===== src/rtl/txt_video_pkg.sv =====
package txt_video_pkg;

    typedef enum logic [1:0] {
        CMD_NONE    = 2'd0,
        CMD_REV_CLR = 2'd1,
        CMD_REV_SET = 2'd2,
        CMD_SCROLL  = 2'd3
    } reg_cmd_e;

    localparam int unsigned PIX_PER_CELL = 8;
    localparam int unsigned PIPE_LAT     = 3;

endpackage


===== src/rtl/txt_raster.sv =====
module txt_raster #(
    parameter int unsigned H_TOTAL   = 400,
    parameter int unsigned V_TOTAL   = 262,
    parameter int unsigned VIS_LINES = 200,
    parameter int unsigned HB_CLKS   = 92,
    parameter int unsigned HW        = $clog2(H_TOTAL),
    parameter int unsigned VW        = $clog2(V_TOTAL)
) (
    input  logic          clk,
    input  logic          rst_n,
    output logic [HW-1:0] hcnt_o,
    output logic [VW-1:0] vcnt_o,
    output logic          line_start_o,
    output logic          frame_start_o,
    output logic          vdisp_o,
    output logic          hblank_o
);
    localparam int unsigned HBW = $clog2(HB_CLKS + 1);
    localparam logic [HW-1:0]  H_LAST = HW'(H_TOTAL - 1);
    localparam logic [VW-1:0]  V_LAST = VW'(V_TOTAL - 1);
    localparam logic [VW-1:0]  V_VIS  = VW'(VIS_LINES);
    localparam logic [HBW-1:0] HB_LD  = HBW'(HB_CLKS);

    typedef struct packed {
        logic [HW-1:0]  hcnt;
        logic [VW-1:0]  vcnt;
        logic           vdisp;
        logic [HBW-1:0] hbc;
    } raster_t;

    raster_t st_d, st_q;

    always_comb begin
        st_d = st_q;
        if (st_q.hcnt == H_LAST) begin
            st_d.hcnt = '0;
            st_d.vcnt = (st_q.vcnt == V_LAST) ? '0 : st_q.vcnt + 1'b1;
            st_d.hbc  = HB_LD;
            if (st_d.vcnt == '0) begin
                st_d.vdisp = 1'b1;
            end else if (st_d.vcnt == V_VIS) begin
                st_d.vdisp = 1'b0;
            end
        end else begin
            st_d.hcnt = st_q.hcnt + 1'b1;
            if (st_q.hbc != '0) begin
                st_d.hbc = st_q.hbc - 1'b1;
            end
        end
    end

    always_ff @(posedge clk or negedge rst_n) begin
        if (!rst_n) begin
            st_q <= '{hcnt: '0, vcnt: '0, vdisp: 1'b1, hbc: HB_LD};
        end else begin
            st_q <= st_d;
        end
    end

    assign hcnt_o        = st_q.hcnt;
    assign vcnt_o        = st_q.vcnt;
    assign line_start_o  = (st_q.hcnt == '0);
    assign frame_start_o = (st_q.hcnt == '0) && (st_q.vcnt == '0);
    assign vdisp_o       = st_q.vdisp;
    assign hblank_o      = (st_q.hbc != '0);

    // the flag is raised at every line start
    assert_hblank_at_start_R11: assert property (@(posedge clk) disable iff (!rst_n)
        line_start_o |-> hblank_o);

    // the flag drops exactly HB_CLKS clocks into the line
    assert_hblank_len_R11: assert property (@(posedge clk) disable iff (!rst_n)
        $fell(hblank_o) |-> (hcnt_o == HW'(HB_CLKS)));

    // the visible flag only rises at the frame start
    assert_vdisp_rise_R10: assert property (@(posedge clk) disable iff (!rst_n)
        $rose(vdisp_o) |-> frame_start_o);

    // a line start is followed by a non-start clock
    assert_line_period_R1: assert property (@(posedge clk) disable iff (!rst_n)
        line_start_o |=> !line_start_o);

endmodule


===== src/rtl/txt_cpu_regs.sv =====
module txt_cpu_regs
    import txt_video_pkg::*;
#(
    parameter logic [15:0] REV_CLR_ADDR = 16'hE014,
    parameter logic [15:0] REV_SET_ADDR = 16'hE015,
    parameter logic [7:0]  SCROLL_PAGE  = 8'hE2
) (
    input  logic        clk,
    input  logic        rst_n,
    input  logic        cpu_rd_i,
    input  logic [15:0] cpu_addr_i,
    output logic        rev_o,
    output logic [7:0]  scroll_o
);
    typedef struct packed {
        logic       rev;
        logic [7:0] scroll;
    } ctl_t;

    ctl_t     st_d, st_q;
    reg_cmd_e cmd;

    always_comb begin
        cmd = CMD_NONE;
        if (cpu_rd_i) begin
            if (cpu_addr_i == REV_CLR_ADDR) begin
                cmd = CMD_REV_CLR;
            end else if (cpu_addr_i == REV_SET_ADDR) begin
                cmd = CMD_REV_SET;
            end else if (cpu_addr_i[15:8] == SCROLL_PAGE) begin
                cmd = CMD_SCROLL;
            end
        end
    end

    always_comb begin
        st_d = st_q;
        unique case (cmd)
            CMD_REV_CLR: st_d.rev    = 1'b0;
            CMD_REV_SET: st_d.rev    = 1'b1;
            CMD_SCROLL:  st_d.scroll = cpu_addr_i[7:0];
            default:     st_d        = st_q;
        endcase
    end

    always_ff @(posedge clk or negedge rst_n) begin
        if (!rst_n) begin
            st_q <= '0;
        end else begin
            st_q <= st_d;
        end
    end

    assign rev_o    = st_q.rev;
    assign scroll_o = st_q.scroll;

    // a set read turns inversion on from the next clock
    assert_rev_set_R7: assert property (@(posedge clk) disable iff (!rst_n)
        (cpu_rd_i && cpu_addr_i == REV_SET_ADDR) |=> rev_o);

    // a read in the scroll page latches the low address byte
    assert_scroll_load_R8: assert property (@(posedge clk) disable iff (!rst_n)
        (cpu_rd_i && cpu_addr_i[15:8] == SCROLL_PAGE) |=> (scroll_o == $past(cpu_addr_i[7:0])));

    // no strobe, no change
    assert_idle_hold_R9: assert property (@(posedge clk) disable iff (!rst_n)
        !cpu_rd_i |=> ($stable(rev_o) && $stable(scroll_o)));

endmodule


===== src/rtl/txt_fetch.sv =====
module txt_fetch
    import txt_video_pkg::*;
#(
    parameter int unsigned COLS       = 40,
    parameter int unsigned CELL_H     = 8,
    parameter int unsigned VIS_LINES  = 200,
    parameter int unsigned SCROLL_MUL = 8,
    parameter int unsigned VRAM_AW    = 11,
    parameter int unsigned HW         = 9,
    parameter int unsigned VW         = 9,
    parameter int unsigned CELL_BITS  = $clog2(CELL_H),
    parameter int unsigned PAT_AW     = 8 + CELL_BITS
) (
    input  logic               clk,
    input  logic               rst_n,
    input  logic [HW-1:0]      hcnt_i,
    input  logic [VW-1:0]      vcnt_i,
    input  logic [7:0]         scroll_i,
    input  logic               rev_i,
    input  logic               gate_i,
    output logic [VRAM_AW-1:0] vram_addr_o,
    input  logic [7:0]         vram_data_i,
    output logic [PAT_AW-1:0]  pat_addr_o,
    input  logic [7:0]         pat_data_i,
    output logic               pix_o
);
    localparam int unsigned PH_BITS = $clog2(PIX_PER_CELL);
    localparam logic [VW-1:0] V_VIS = VW'(VIS_LINES);

    typedef struct packed {
        logic       v1;
        logic       v2;
        logic [7:0] sh;
    } fetch_t;

    fetch_t      st_d, st_q;
    logic        fetch_a;
    logic [31:0] row32, col32, sum32;
    logic [7:0]  pat_g;

    always_comb begin
        row32   = 32'(vcnt_i >> CELL_BITS);
        col32   = 32'(hcnt_i >> PH_BITS);
        sum32   = row32 * COLS + 32'(scroll_i) * SCROLL_MUL + col32;
        fetch_a = (vcnt_i < V_VIS) && (hcnt_i[PH_BITS-1:0] == '0) && (col32 < COLS);
    end

    assign vram_addr_o = sum32[VRAM_AW-1:0];
    assign pat_addr_o  = {vram_data_i, vcnt_i[CELL_BITS-1:0]};

    always_comb begin
        pat_g = gate_i ? pat_data_i : 8'h00;
        if (rev_i) begin
            pat_g = ~pat_g;
        end
        st_d    = st_q;
        st_d.v1 = fetch_a;
        st_d.v2 = st_q.v1;
        st_d.sh = st_q.v2 ? pat_g : {st_q.sh[6:0], 1'b0};
    end

    always_ff @(posedge clk or negedge rst_n) begin
        if (!rst_n) begin
            st_q <= '0;
        end else begin
            st_q <= st_d;
        end
    end

    assign pix_o = st_q.sh[7];

    // lines below the visible window stay dark
    assert_blank_dark_R4: assert property (@(posedge clk) disable iff (!rst_n)
        (vcnt_i >= V_VIS) |-> !pix_o);

endmodule


===== src/rtl/txt_video_gen.sv =====
module txt_video_gen
    import txt_video_pkg::*;
#(
    parameter int unsigned COLS         = 40,
    parameter int unsigned ROWS         = 25,
    parameter int unsigned CELL_H       = 8,
    parameter int unsigned H_TOTAL      = 400,
    parameter int unsigned V_TOTAL      = 262,
    parameter int unsigned HB_CLKS      = 92,
    parameter int unsigned SCROLL_MUL   = 8,
    parameter int unsigned VRAM_AW      = 11,
    parameter logic [15:0] REV_CLR_ADDR = 16'hE014,
    parameter logic [15:0] REV_SET_ADDR = 16'hE015,
    parameter logic [7:0]  SCROLL_PAGE  = 8'hE2,
    localparam int unsigned PAT_AW      = 8 + $clog2(CELL_H)
) (
    input  logic               clk,
    input  logic               rst_n,
    input  logic               cpu_rd,
    input  logic [15:0]        cpu_addr,
    input  logic               gate,
    output logic [VRAM_AW-1:0] vram_addr,
    input  logic [7:0]         vram_data,
    output logic [PAT_AW-1:0]  pat_addr,
    input  logic [7:0]         pat_data,
    output logic               pix,
    output logic               line_start,
    output logic               frame_start,
    output logic               vdisp,
    output logic               hblank
);
    localparam int unsigned VIS_LINES = ROWS * CELL_H;
    localparam int unsigned HW        = $clog2(H_TOTAL);
    localparam int unsigned VW        = $clog2(V_TOTAL);

    logic [HW-1:0] hcnt;
    logic [VW-1:0] vcnt;
    logic          rev;
    logic [7:0]    scroll;

    txt_raster #(
        .H_TOTAL(H_TOTAL), .V_TOTAL(V_TOTAL), .VIS_LINES(VIS_LINES),
        .HB_CLKS(HB_CLKS), .HW(HW), .VW(VW)
    ) i_raster (
        .clk(clk), .rst_n(rst_n), .hcnt_o(hcnt), .vcnt_o(vcnt),
        .line_start_o(line_start), .frame_start_o(frame_start),
        .vdisp_o(vdisp), .hblank_o(hblank)
    );

    txt_cpu_regs #(
        .REV_CLR_ADDR(REV_CLR_ADDR), .REV_SET_ADDR(REV_SET_ADDR),
        .SCROLL_PAGE(SCROLL_PAGE)
    ) i_regs (
        .clk(clk), .rst_n(rst_n), .cpu_rd_i(cpu_rd), .cpu_addr_i(cpu_addr),
        .rev_o(rev), .scroll_o(scroll)
    );

    txt_fetch #(
        .COLS(COLS), .CELL_H(CELL_H), .VIS_LINES(VIS_LINES),
        .SCROLL_MUL(SCROLL_MUL), .VRAM_AW(VRAM_AW), .HW(HW), .VW(VW),
        .PAT_AW(PAT_AW)
    ) i_fetch (
        .clk(clk), .rst_n(rst_n), .hcnt_i(hcnt), .vcnt_i(vcnt),
        .scroll_i(scroll), .rev_i(rev), .gate_i(gate),
        .vram_addr_o(vram_addr), .vram_data_i(vram_data),
        .pat_addr_o(pat_addr), .pat_data_i(pat_data), .pix_o(pix)
    );

endmodule


===== config.mk =====
export PLATFORM = sky130hd
export DESIGN_NAME = txt_video_gen
export DESIGN_NICKNAME = d
export VERILOG_FILES = /design/src/rtl/txt_video_pkg.sv /design/src/rtl/txt_raster.sv /design/src/rtl/txt_cpu_regs.sv /design/src/rtl/txt_fetch.sv /design/src/rtl/txt_video_gen.sv
export SDC_FILE = /design/constraint.sdc
export NUM_CORES = 1
export LEC_CHECK = 0
export BUFFER_PORTS_ARGS = -buffer_cell sky130_fd_sc_hd__buf_2
export CORE_MARGIN = 5
export CORE_UTILIZATION = 61
export CTS_BUF_LIST = sky130_fd_sc_hd__clkbuf_8
export DETAILED_ROUTE_END_ITERATION = 12
export MAX_ROUTING_LAYER = met4
export PLACE_DENSITY = 0.88
export SLEW_MARGIN = 25
export SYNTH_ARGS = -nofsm -noshare
export SYNTH_HDL_FRONTEND = slang
export SYNTH_SLANG_ARGS = --single-unit

===== constraint.sdc =====
create_clock -name clk -period 7.2 [get_ports clk]
set_input_delay 1.08 -clock clk [delete_from_list [all_inputs] [get_ports clk]]
set_output_delay 1.08 -clock clk [all_outputs]
set_load 0.05 [all_outputs]

==> results_dict.tcl <==
set metrics [dict create \
    gr-usage-met3 0.0372 \
    max_stage_delay_ns 0.54 \
    synth_nets 370 \
    worstPathArrival_ns 3.42 \
    vias 2146 \
    p_per_area_nw_per_um2 144 \
    syn_area_per_cell_um2 9.74 \
    syn2layout_area_growth_pct 9.50 \
    finalHoldViolations 0 \
    crit_path_max_fanout 8 \
    syn-cell-area_um2 2950 \
    r2r-end "i_raster.vcnt_o[8]$_DFFE_PN0N_" \
    synth_edf_count 0 \
    drc_errors 0 \
    cts_tree "built" \
    multi_input_area_um2 1580 \
    min_period_ns 4.50 \
    yosysSeqAreaShare 0.384 \
    path_depth 12 \
    met1_usage 0.234 \
    routedWlPerCell_um 14.1 \
    cts_setup_buffers 0 \
    drive_above_1_share 0.225 \
    die_area_um2 6330 \
    post_cts_resized 0 \
    synth_area_leaders "dfrtp_1, ha_1, xnor2_1" \
    crit_family "adder cells" \
    endpoint "vram_addr[10]" \
    ant_nets 0 \
    rsz0062_at_grt "false" \
    r2r_start "i_raster.hcnt_o[0]$_DFF_PN0_" \
    final_max_slew_viol_count 0 \
    reg2reg_depth 5 \
    synthArstFlopShare 1.00 \
    cp_data_required_time_ns 6.12 \
    start_util 0.625 \
    ys.flop_type "dfrtp_1" \
    ctsRootBufferMaster "clkbuf_8" \
    min_path_type "reg2reg" \
    grt_max_degree 46 \
    grt_pass1_wl_mm 9.60 \
    worst_pin_slew_ns 0.604 \
    ys_ff_latch 45 \
    critPathMostFrequentCell "ha_1" \
    grt_pass1_vias 2110 \
    rrSetupSlack_ns 4.97 \
    synth_top_area_frac 0.339 \
    ctsHoldBuffers 0 \
    grt-busiest-layer "met2" \
    ys_top_cells_by_count "dfrtp_1, nand2_1, ha_1, nor2_1, inv_1" \
    skew_ns 0.00785 \
    cts_made_buffers 5 \
    fin_crit_sh 0.625 \
    dp_hpwl_mm 4.24 \
    drt-initial-drc-count 112 \
    clock_latency_ns 0.30 \
    setup_ws_ns 2.70 \
    synthCells 303 \
    slowest_stage "dfrtp_1" \
    worst-path-buf-inv 2 \
    coreArea_um2 4720 \
    wirelength_mm 5.63 \
    n_antenna_cell 0 \
    die_y_um 79.6 \
    viasPerCell 5.37 \
    register_area_um2 1130 \
    slew_headroom 0.595 \
    die_x_um 79.6 \
    nFillCells 362 \
    max-vdd-ir-drop_v 0.000115 \
    start_kind "register" \
    io_pins 63 \
    row_count 25 \
    leakagePower_nw 1.69 \
    grt_use_met2 0.330 \
    nets 399 \
    clock_sinks 45 \
    clk_pin_slew_ns 0.09 \
    dp_slack_ns 3.07 \
    routabilityCongestion 0.807 \
    synth.distinct_cells 49 \
    grt_overflow 0 \
    antenna_found_initial 0 \
    cap_viol_max_count 0 \
    crit_chain "ha_1, ha_1, fa_1, ha_1, ha_1, inv_1, nor2_1, nor2_1, o21bai_1, a21oi_1, xnor2_1, buf_2" \
    htreeDepth 2 \
    setup_tns_ns 0 \
    yosysMostFrequentCell "dfrtp_1" \
    synth_largest_area_cell "dfrtp_1" \
    first_pass_iters 4 \
    timing.fmax_mhz 222 \
    place.port_buffers 46 \
    end_kind "output pin" \
    synth-warning-count 0 \
    track_usage 0.196 \
    status "finished, final reports clean" \
    power.total_w 0.000467 \
    clockBufferDepth 2 \
    criticalPathCategory "reg2out" \
    cp-startpoint "i_raster.vcnt_o[6]$_DFFE_PN0N_" \
    setup_violations 0 \
]
[layer usage]
| layer | wire length [µm] | vias to the layer above |
|---|---|---|
| met5 | 0 | - |
| met4 | 108 | 0 |
| met3 | 301 | 10 |
| met2 | 2710 | 56 |
| met1 | 2510 | 1011 |
| li1 | - | 1069 |
[layout make-up]
class / count / share of cell area
multi-input combinational: 212 / 0.490
sequential: 45 / 0.350
timing repair buffer: 47 / 0.0743
tap: 67 / 0.0259
inverter: 21 / 0.0244
clock buffer: 5 / 0.0213
clock inverter: 3 / 0.0136
[sequential cells by signal (all words and copies together), names as in the netlist]
register          flops
i_raster.hcnt_o       9
i_raster.vcnt_o       9
i_fetch.st_q          8
i_regs.scroll_o       8
i_raster.st_q         7
i_fetch.pix_o         1
i_fetch.st_d          1
i_raster.vdisp_o      1
i_regs.rev_o          1
[cell usage in the layout (no fill, tap or decap), types with 2 or more instances in the layout]
| cell type | netlist | final |
|---|---|---|
| buf_2 | 2 | 45 |
| dfrtp_1 | 40 | 40 |
| nand2_1 | 27 | 27 |
| ha_1 | 26 | 26 |
| nor2_1 | 23 | 23 |
| inv_1 | 21 | 21 |
| a21oi_1 | 19 | 19 |
| xnor2_1 | 18 | 18 |
| xor2_1 | 16 | 16 |
| nand3_1 | 8 | 8 |
| mux2_2 | 8 | 8 |
| o21ai_0 | 7 | 7 |
| o21ai_1 | 5 | 5 |
| fa_1 | 5 | 5 |
| clkbuf_8 | 0 | 5 |
| dfstp_2 | 5 | 5 |
| nor2b_1 | 4 | 4 |
| nor3_1 | 4 | 4 |
| a21o_1 | 3 | 3 |
| nand4_1 | 3 | 3 |
| or4_1 | 3 | 3 |
| a31oi_1 | 3 | 3 |
| nor4b_1 | 2 | 2 |
| and2_1 | 2 | 2 |
| o21bai_1 | 2 | 2 |
| and3_1 | 2 | 2 |
| o31ai_1 | 2 | 2 |
| buf_4 | 14 | 2 |
[metrics by stage]
step                std cells  utilization  hold slack, ns  area, µm²
finish                    400        0.684           0.366       3230
global route              400        0.684           0.383       3230
CTS                       400        0.684           0.368       3230
detailed placement        392        0.660           0.348       3120
global placement          392        0.660           0.336       3120
floorplan                 303            -           0.331       2950
[where the power goes]
| group | total, W | switching (W) | internal, W |
|---|---|---|---|
| clock | 0.000195 | 0.0000907 | 0.000104 |
| sequential | 0.000253 | 0.000000150 | 0.000253 |
| combinational | 0.0000187 | 0.0000111 | 0.00000769 |
[worst reg2reg max path: cells and delay by family, from the launching register on]
| kind | cells | cell delay, ns |
|---|---|---|
| adders and majority gates | 1 | 0.21 |
| AOI/OAI and AO/OA | 1 | 0.54 |
| and+or+nand+nor | 3 | 0.95 |
| DFF | 1 | 0.41 |
[worst min path at each step]
stage	depth (start not counted)	startpoint	to
2_1_floorplan	0	i_fetch.st_d[8]$_DFF_PN0_	i_fetch.st_q[8]$_DFF_PN0_
3_3_place_gp	0	i_fetch.st_d[8]$_DFF_PN0_	i_fetch.st_q[8]$_DFF_PN0_
3_5_place_dp	0	i_fetch.st_d[8]$_DFF_PN0_	i_fetch.st_q[8]$_DFF_PN0_
4_1_cts	0	i_fetch.st_d[8]$_DFF_PN0_	i_fetch.st_q[8]$_DFF_PN0_
5_1_grt	0	i_fetch.st_d[8]$_DFF_PN0_	i_fetch.st_q[8]$_DFF_PN0_
6_report	0	i_fetch.st_d[8]$_DFF_PN0_	i_fetch.st_q[8]$_DFF_PN0_
[logic make-up (layout without fill, tap and decap cells)]
logic type	after synthesis	after routing	synth area share
AO/OA/AOI/OAI	48	48	0.0988
AND/OR/NAND/NOR	91	91	0.162
multiplexers	8	8	0.0305
adder cells (fa/ha/maj)	31	31	0.144
buffers and inverters	46	76	0.0797
XOR/XNOR	34	34	0.101
flip-flops	45	45	0.384
No activity file was read; power rests on OpenSTA's default activity.
